`src/rtl/mpuart_rx_pkg.sv`:
```
package mpuart_rx_pkg;
  typedef enum logic [2:0] {
    RX_IDLE,
    RX_START,
    RX_BITS,
    RX_STOP,
    RX_WAITHI
  } rx_state_e;
endpackage

```
`src/rtl/mpuart_rx_sync.sv`:
```
module mpuart_rx_sync #(
  parameter int STAGES = 2
) (
  input  logic clk,
  input  logic rst,
  input  logic din,
  output logic dout
);
  logic [STAGES-1:0] pipe;

  always_ff @(posedge clk) begin
    if (rst) pipe <= '1;
    else     pipe <= {pipe[STAGES-2:0], din};
  end

  assign dout = pipe[STAGES-1];
endmodule

```
`src/rtl/mpuart_rx_deser.sv`:
```
module mpuart_rx_deser
  import mpuart_rx_pkg::*;
#(
  parameter int DATA_W = 8,
  parameter int OSR    = 16
) (
  input  logic              clk,
  input  logic              rst,
  input  logic              rx_en,
  input  logic              mp_fmt,
  input  logic              tick,
  input  logic              rxd,
  output logic              done,
  output logic [DATA_W-1:0] f_data,
  output logic              f_mpb,
  output logic              f_stop_ok
);
  localparam int CNT_W = $clog2(OSR);
  localparam int HALF  = OSR / 2;
  localparam int BIT_W = $clog2(DATA_W + 2);
  localparam logic [CNT_W-1:0] CNT_MID  = CNT_W'(HALF - 1);
  localparam logic [CNT_W-1:0] CNT_LAST = CNT_W'(OSR - 1);
  localparam logic [BIT_W-1:0] LAST_MP   = BIT_W'(DATA_W);
  localparam logic [BIT_W-1:0] LAST_NOMP = BIT_W'(DATA_W - 1);

  rx_state_e         st;
  logic [CNT_W-1:0]  cnt;
  logic [BIT_W-1:0]  bit_idx;
  logic [DATA_W:0]   shreg;
  logic              fmt_q;
  logic [BIT_W-1:0]  last_idx;

  assign last_idx = fmt_q ? LAST_MP : LAST_NOMP;

  always_ff @(posedge clk) begin
    if (rst) begin
      st        <= RX_IDLE;
      cnt       <= '0;
      bit_idx   <= '0;
      shreg     <= '0;
      fmt_q     <= 1'b0;
      done      <= 1'b0;
      f_data    <= '0;
      f_mpb     <= 1'b0;
      f_stop_ok <= 1'b0;
    end else begin
      done <= 1'b0;
      if (!rx_en) begin
        st  <= RX_IDLE;
        cnt <= '0;
      end else begin
        case (st)
          RX_IDLE: begin
            if (tick && !rxd) begin
              st    <= RX_START;
              cnt   <= '0;
              fmt_q <= mp_fmt;
            end
          end
          RX_START: begin
            if (tick) begin
              if (cnt == CNT_MID) begin
                cnt     <= '0;
                bit_idx <= '0;
                st      <= rxd ? RX_IDLE : RX_BITS;
              end else begin
                cnt <= cnt + 1'b1;
              end
            end
          end
          RX_BITS: begin
            if (tick) begin
              if (cnt == CNT_LAST) begin
                cnt     <= '0;
                shreg   <= {rxd, shreg[DATA_W:1]};
                bit_idx <= bit_idx + 1'b1;
                if (bit_idx == last_idx) st <= RX_STOP;
              end else begin
                cnt <= cnt + 1'b1;
              end
            end
          end
          RX_STOP: begin
            if (tick) begin
              if (cnt == CNT_LAST) begin
                cnt       <= '0;
                done      <= 1'b1;
                f_stop_ok <= rxd;
                if (fmt_q) begin
                  f_data <= shreg[DATA_W-1:0];
                  f_mpb  <= shreg[DATA_W];
                end else begin
                  f_data <= shreg[DATA_W:1];
                  f_mpb  <= 1'b0;
                end
                st <= rxd ? RX_IDLE : RX_WAITHI;
              end else begin
                cnt <= cnt + 1'b1;
              end
            end
          end
          RX_WAITHI: begin
            if (rxd) st <= RX_IDLE;
          end
          default: st <= RX_IDLE;
        endcase
      end
    end
  end

  // a start candidate that is high again at mid-bit is dropped
  assert_glitch_reject_R3: assert property (@(posedge clk) disable iff (rst)
    (rx_en && st == RX_START && tick && cnt == CNT_MID && rxd) |=> st == RX_IDLE);

  // with reception disabled the deserializer idles and completes nothing
  assert_disabled_idle_R4: assert property (@(posedge clk) disable iff (rst)
    (!rx_en) |=> (st == RX_IDLE && !done));
endmodule

```
`src/rtl/mpuart_rx_flags.sv`:
```
module mpuart_rx_flags #(
  parameter int DATA_W = 8
) (
  input  logic              clk,
  input  logic              rst,
  input  logic              mp_fmt,
  input  logic              rx_ie,
  input  logic              wake_wr,
  input  logic              wake_val,
  input  logic              rdy_clr,
  input  logic              err_clr,
  input  logic              done,
  input  logic [DATA_W-1:0] f_data,
  input  logic              f_mpb,
  input  logic              f_stop_ok,
  output logic [DATA_W-1:0] rx_data,
  output logic              rx_mpb,
  output logic              rx_ready,
  output logic              frm_err,
  output logic              ovr_err,
  output logic              wake_armed,
  output logic              irq_rxd,
  output logic              irq_err
);
  logic filt;
  logic wake_hit;
  logic accept;

  assign filt     = wake_armed & mp_fmt;
  assign wake_hit = done & filt & f_mpb;
  assign accept   = done & (~filt | f_mpb);

  always_ff @(posedge clk) begin
    if (rst) begin
      rx_data    <= '0;
      rx_mpb     <= 1'b0;
      rx_ready   <= 1'b0;
      frm_err    <= 1'b0;
      ovr_err    <= 1'b0;
      wake_armed <= 1'b0;
      irq_rxd    <= 1'b0;
      irq_err    <= 1'b0;
    end else begin
      if (rdy_clr) rx_ready <= 1'b0;
      if (err_clr) begin
        frm_err <= 1'b0;
        ovr_err <= 1'b0;
      end
      if (wake_wr)       wake_armed <= wake_val;
      else if (wake_hit) wake_armed <= 1'b0;
      if (wake_hit) rx_mpb <= 1'b1;
      if (accept) begin
        if (rx_ready) begin
          ovr_err <= 1'b1;
        end else begin
          rx_ready <= 1'b1;
          rx_data  <= f_data;
          rx_mpb   <= f_mpb;
          if (!f_stop_ok) frm_err <= 1'b1;
        end
      end
      irq_rxd <= rx_ie & rx_ready & ~filt;
      irq_err <= rx_ie & (frm_err | ovr_err) & ~filt;
    end
  end

  // a filtered data frame leaves every receive flag and the byte alone
  assert_filter_drop_R7: assert property (@(posedge clk) disable iff (rst)
    (done && filt && !f_mpb) |=>
      ($stable(rx_data) && !$rose(rx_ready) && !$rose(frm_err) && !$rose(ovr_err)));

  // an address frame while filtering clears the filter and flags the bit
  assert_wake_clear_R8: assert property (@(posedge clk) disable iff (rst)
    (wake_hit && !wake_wr) |=> (!wake_armed && rx_mpb));

  // a frame landing on a full buffer raises overrun and keeps the byte
  assert_overrun_keep_R6: assert property (@(posedge clk) disable iff (rst)
    (accept && rx_ready) |=> (ovr_err && $stable(rx_data)));

  // no interrupt without enable, none while the filter holds
  assert_irq_gate_R10: assert property (@(posedge clk) disable iff (rst)
    (irq_rxd || irq_err) |-> $past(rx_ie && !(wake_armed && mp_fmt)));

  // a software write always sets the filter state
  assert_wake_write_R12: assert property (@(posedge clk) disable iff (rst)
    wake_wr |=> (wake_armed == $past(wake_val)));
endmodule

```
`src/rtl/mpuart_rx.sv`:
```
module mpuart_rx #(
  parameter int DATA_W      = 8,
  parameter int OSR         = 16,
  parameter int SYNC_STAGES = 2
) (
  input  logic              clk,
  input  logic              rst,
  input  logic              rx_en,
  input  logic              mp_fmt,
  input  logic              rx_ie,
  input  logic              wake_wr,
  input  logic              wake_val,
  input  logic              rdy_clr,
  input  logic              err_clr,
  input  logic              baud_tick,
  input  logic              rxd,
  output logic [DATA_W-1:0] rx_data,
  output logic              rx_mpb,
  output logic              rx_ready,
  output logic              frm_err,
  output logic              ovr_err,
  output logic              wake_armed,
  output logic              irq_rxd,
  output logic              irq_err
);
  logic              rxd_s;
  logic              done;
  logic [DATA_W-1:0] f_data;
  logic              f_mpb;
  logic              f_stop_ok;

  mpuart_rx_sync #(.STAGES(SYNC_STAGES)) u_sync (
    .clk (clk),
    .rst (rst),
    .din (rxd),
    .dout(rxd_s)
  );

  mpuart_rx_deser #(.DATA_W(DATA_W), .OSR(OSR)) u_deser (
    .clk      (clk),
    .rst      (rst),
    .rx_en    (rx_en),
    .mp_fmt   (mp_fmt),
    .tick     (baud_tick),
    .rxd      (rxd_s),
    .done     (done),
    .f_data   (f_data),
    .f_mpb    (f_mpb),
    .f_stop_ok(f_stop_ok)
  );

  mpuart_rx_flags #(.DATA_W(DATA_W)) u_flags (
    .clk       (clk),
    .rst       (rst),
    .mp_fmt    (mp_fmt),
    .rx_ie     (rx_ie),
    .wake_wr   (wake_wr),
    .wake_val  (wake_val),
    .rdy_clr   (rdy_clr),
    .err_clr   (err_clr),
    .done      (done),
    .f_data    (f_data),
    .f_mpb     (f_mpb),
    .f_stop_ok (f_stop_ok),
    .rx_data   (rx_data),
    .rx_mpb    (rx_mpb),
    .rx_ready  (rx_ready),
    .frm_err   (frm_err),
    .ovr_err   (ovr_err),
    .wake_armed(wake_armed),
    .irq_rxd   (irq_rxd),
    .irq_err   (irq_err)
  );
endmodule

```
`config.mk`:
```
export PLATFORM = sky130hd
export DESIGN_NAME = mpuart_rx
export DESIGN_NICKNAME = d
export VERILOG_FILES = /design/src/rtl/mpuart_rx_pkg.sv /design/src/rtl/mpuart_rx_sync.sv /design/src/rtl/mpuart_rx_deser.sv /design/src/rtl/mpuart_rx_flags.sv /design/src/rtl/mpuart_rx.sv
export SDC_FILE = /design/constraint.sdc
export NUM_CORES = 1
export LEC_CHECK = 0
export BUFFER_PORTS_ARGS = -buffer_cell sky130_fd_sc_hd__buf_4
export CORE_ASPECT_RATIO = 0.5
export CORE_MARGIN = 2
export CORE_UTILIZATION = 50
export DETAILED_ROUTE_END_ITERATION = 10
export PLACE_DENSITY_LB_ADDON = 0.1
export SYNTH_ARGS = -nofsm -noshare
export SYNTH_HDL_FRONTEND = slang
export SYNTH_HIERARCHICAL = 1
export SYNTH_SLANG_ARGS = --single-unit
```
`constraint.sdc`:
```
create_clock -name clk -period 2.5 [get_ports clk]
set_clock_uncertainty 0.2 [all_clocks]
set_input_delay 0.625 -clock clk [delete_from_list [all_inputs] [get_ports clk]]
set_output_delay 0.625 -clock clk [all_outputs]
set_load 0.005 [all_outputs]
```
==> results_dict.tcl <==
set metrics [dict create \
    syn_nets 252 \
    clk_pin_slew_worst_paths_ns 0.08 \
    design.core.area_um2 4320 \
    num_antenna_cells 0 \
    via_per_inst 5.32 \
    wirelength_um 4070 \
    nFillCells 395 \
    drv_cap 0 \
    dieArea_um2 5000 \
    timing.rr.end "u_deser/bit_idx[1]$_SDFFE_PP0P_" \
    area_growth_pct 15.1 \
    avgSynthCellArea_um2 9.25 \
    synth_edf_count 0 \
    port_buffers 25 \
    grt_pass1_wl_um 6980 \
    ys_ff_latch 49 \
    fmax_mhz 513 \
    ys_warn_count 6 \
    setup_viol 0 \
    drv_slew 0 \
    post-route-period-util_pct 78.0 \
    hold-path-endpoint "u_sync/pipe[1]$_SDFF_PP1_" \
    relSlewSlack_pct 70.4 \
    required_ns 2.52 \
    synth_area_leaders "dfxtp_1 (44%), mux2i_1 (13%), nor2_1 (4.4%)" \
    hold_viol_final 0 \
    drtAntennaViolNets 0 \
    first_global_vias 1528 \
    ir_drop_mv 0.335 \
    ys_types 49 \
    comb_power_share_pct 4.0 \
    fin_cells 321 \
    grt_antenna_before_repair 0 \
    cts_root_buffer "clkbuf_8" \
    min_path_type "register to register" \
    wire_per_inst_um 12.7 \
    power.density_nw_per_um2 556 \
    drive_above_1_share_pct 18.2 \
    synth_cells 239 \
    gp_congestion 0.895 \
    ios 26 \
    min_period_ns 1.95 \
    cts_hold_buffers 0 \
    pwr-share-clk_pct 40.4 \
    post_cts_resized 0 \
    netlist.area_leader.share_pct 44.4 \
    rows 17 \
    drt_iter0_drc 75 \
    grt_overflow 0 \
    chipHeight_um 51.0 \
    fin_hold_ws_ns 0.214 \
    worst-setup-path-type "register to register" \
    ys_seq_area_share_pct 44.4 \
    cts.sinks 49 \
    tns_ns 0 \
    rsz0062_at_grt "false" \
    arrival_ns 1.97 \
    route.detailed.drc 0 \
    endpoint_kind "register" \
    track_usage_pct 17.6 \
    p_sw_uw 282 \
    place_area_um2 2430 \
    firstDrtPassIters 4 \
    worstHoldStart "u_sync/pipe[0]$_SDFF_PP1_" \
    setup_slack_ns 0.549 \
    fin_nets 276 \
    synth_largest_area_cell "dfxtp_1" \
    ys_async_sr_fraction_pct 0 \
    synth_area_um2 2210 \
    hold_depth 1 \
    final_cell_area_um2 2540 \
    status "complete, no violations" \
    cts_made_buffers 5 \
    grt_max_degree 21 \
    synth_ff_type "dfxtp_1" \
    htreeDepth 2 \
    post_cts_buffers 0 \
    reg2regPathDepth 5 \
    seq_power_share_pct 55.7 \
    rr_startpoint "u_deser/st[0]$_SDFFE_PP0P_" \
    dp_hpwl_um 2880 \
    insertion_delay_ns 0.29 \
    die_w_um 98.0 \
    dp_worst_setup_slack_ns 0.456 \
    worstSetupStartpointType "register" \
    vias 1709 \
    critPathMaxFanout 13 \
    cts_tree "done" \
    clk_path_buf_depth 2 \
    p_int_mw 1.13 \
    p_leak_nw 0.986 \
    initial_core_util_pct 51.2 \
    dp_cells 313 \
    regToRegSetupSlack_ns 0.55 \
    p_sw_share_pct 19.9 \
    tightest_slew_ns 0.444 \
]
kinds of logic (layout without fill, tap and decap cells):
kind of cell | count (synthesis) | count (layout) | share of synthesized area [%]
AOI/OAI and AO/OA | 46 | 46 | 13.8
xor gates and xnor gates | 1 | 1 | 0.396
adders and majority gates | 2 | 2 | 1.13
buffers and inverters | 15 | 40 | 3.90
DFF | 49 | 49 | 44.4
muxes | 28 | 28 | 12.7
and+or+nand+nor | 98 | 98 | 23.7
synthesized netlist by cell type, types with 2 or more instances:
library cell and instances:
buf_2 6, dfxtp_1 49, nor2_1 26, nor3_1 3
nand3b_1 3, and4_1 2, nand3_1 7, or2_1 2
mux2i_1 28, o21ai_0 7, ha_1 2, a21boi_0 2
nor2b_1 5, a21oi_1 17, and2_1 2, a211oi_1 8
nand2_1 24, clkbuf_1 3, a21o_1 2, nand4b_1 2
nand2b_1 7, buf_6 3, nor3b_2 2, or3_1 2
power by group through the flow:
stage / registers [mW] / clock network [mW] / logic, mW
after floorplan: 0.804 / 0 / 0.0339
after global placement: 0.807 / 0 / 0.0550
after detailed placement: 0.807 / 0 / 0.0556
after CTS: 0.788 / 0.590 / 0.0561
after global routing: 0.789 / 0.617 / 0.0620
final: 0.788 / 0.572 / 0.0560
worst max-delay path, stage by stage (launching register included):
cell and delay, ns:
dfxtp_1 0.60, nor3b_2 0.24, a21oi_1 0.05, or3b_4 0.41, or2_0 0.23, a21oi_1 0.16
stage by stage:
stage / util, % / total power, mW
detailed placement: 56.2 / 0.863
CTS: 58.9 / 1.43
finish: 58.9 / 1.42
global route: 58.9 / 1.47
floorplan: - / 0.838
global placement: 56.2 / 0.862
how the worst max path moves through the flow:
stage               slack [ns]  cells past startpoint                         endpoint                  startpoint
floorplan                 0.68                      4  u_deser/bit_idx[1]$_SDFFE_PP0P_                   baud_tick
global placement          0.52                      5  u_deser/bit_idx[1]$_SDFFE_PP0P_                   baud_tick
detailed placement        0.46                      5  u_deser/bit_idx[1]$_SDFFE_PP0P_                   baud_tick
CTS                       0.53                      5  u_deser/bit_idx[1]$_SDFFE_PP0P_  u_deser/st[0]$_SDFFE_PP0P_
global route              0.42                      5  u_deser/bit_idx[1]$_SDFFE_PP0P_  u_deser/st[0]$_SDFFE_PP0P_
finish                    0.55                      5  u_deser/bit_idx[1]$_SDFFE_PP0P_  u_deser/st[0]$_SDFFE_PP0P_
layer usage:
metal	up-vias	routed length, um	track usage, %
met1	793	2070	22.9
met4	0	34	4.86
li1	888	-	-
met5	-	0	0
met3	5	159	5.20
met2	23	1800	29.1
layout make-up:
type	instances	area (um^2)	area share [%]
Clock buffer	7	86.3	3.39
Tap cell	57	71.3	2.80
Multi-Input combinational cell	175	1140	44.9
Sequential cell	49	981	38.5
Timing Repair Buffer	30	225	8.85
Clock inverter	1	30.0	1.18
Inverter	2	7.51	0.295
placed cells by master, fill, tap and decap left out, types with 3 or more instances in the layout:
cell / instances
a211oi_1: 8
a21oi_1: 17
buf_4: 30
clkbuf_8: 6
dfxtp_1: 49
mux2i_1: 28
nand2_1: 24
nand2b_1: 7
nand3_1: 7
nand3b_1: 3
nor2_1: 26
nor2b_1: 5
nor3_1: 3
o21ai_0: 7
flip-flops by register name, summed over array words and instances (netlist names), 2 cells and up:
name             cells
u_deser/bit_idx      4
u_deser/st           3
u_sync/pipe          2
u_deser/shreg        9
u_deser/cnt          4
u_deser/f_data       8
u_flags/rx_data      8
Power figures use the tool's default switching activity.
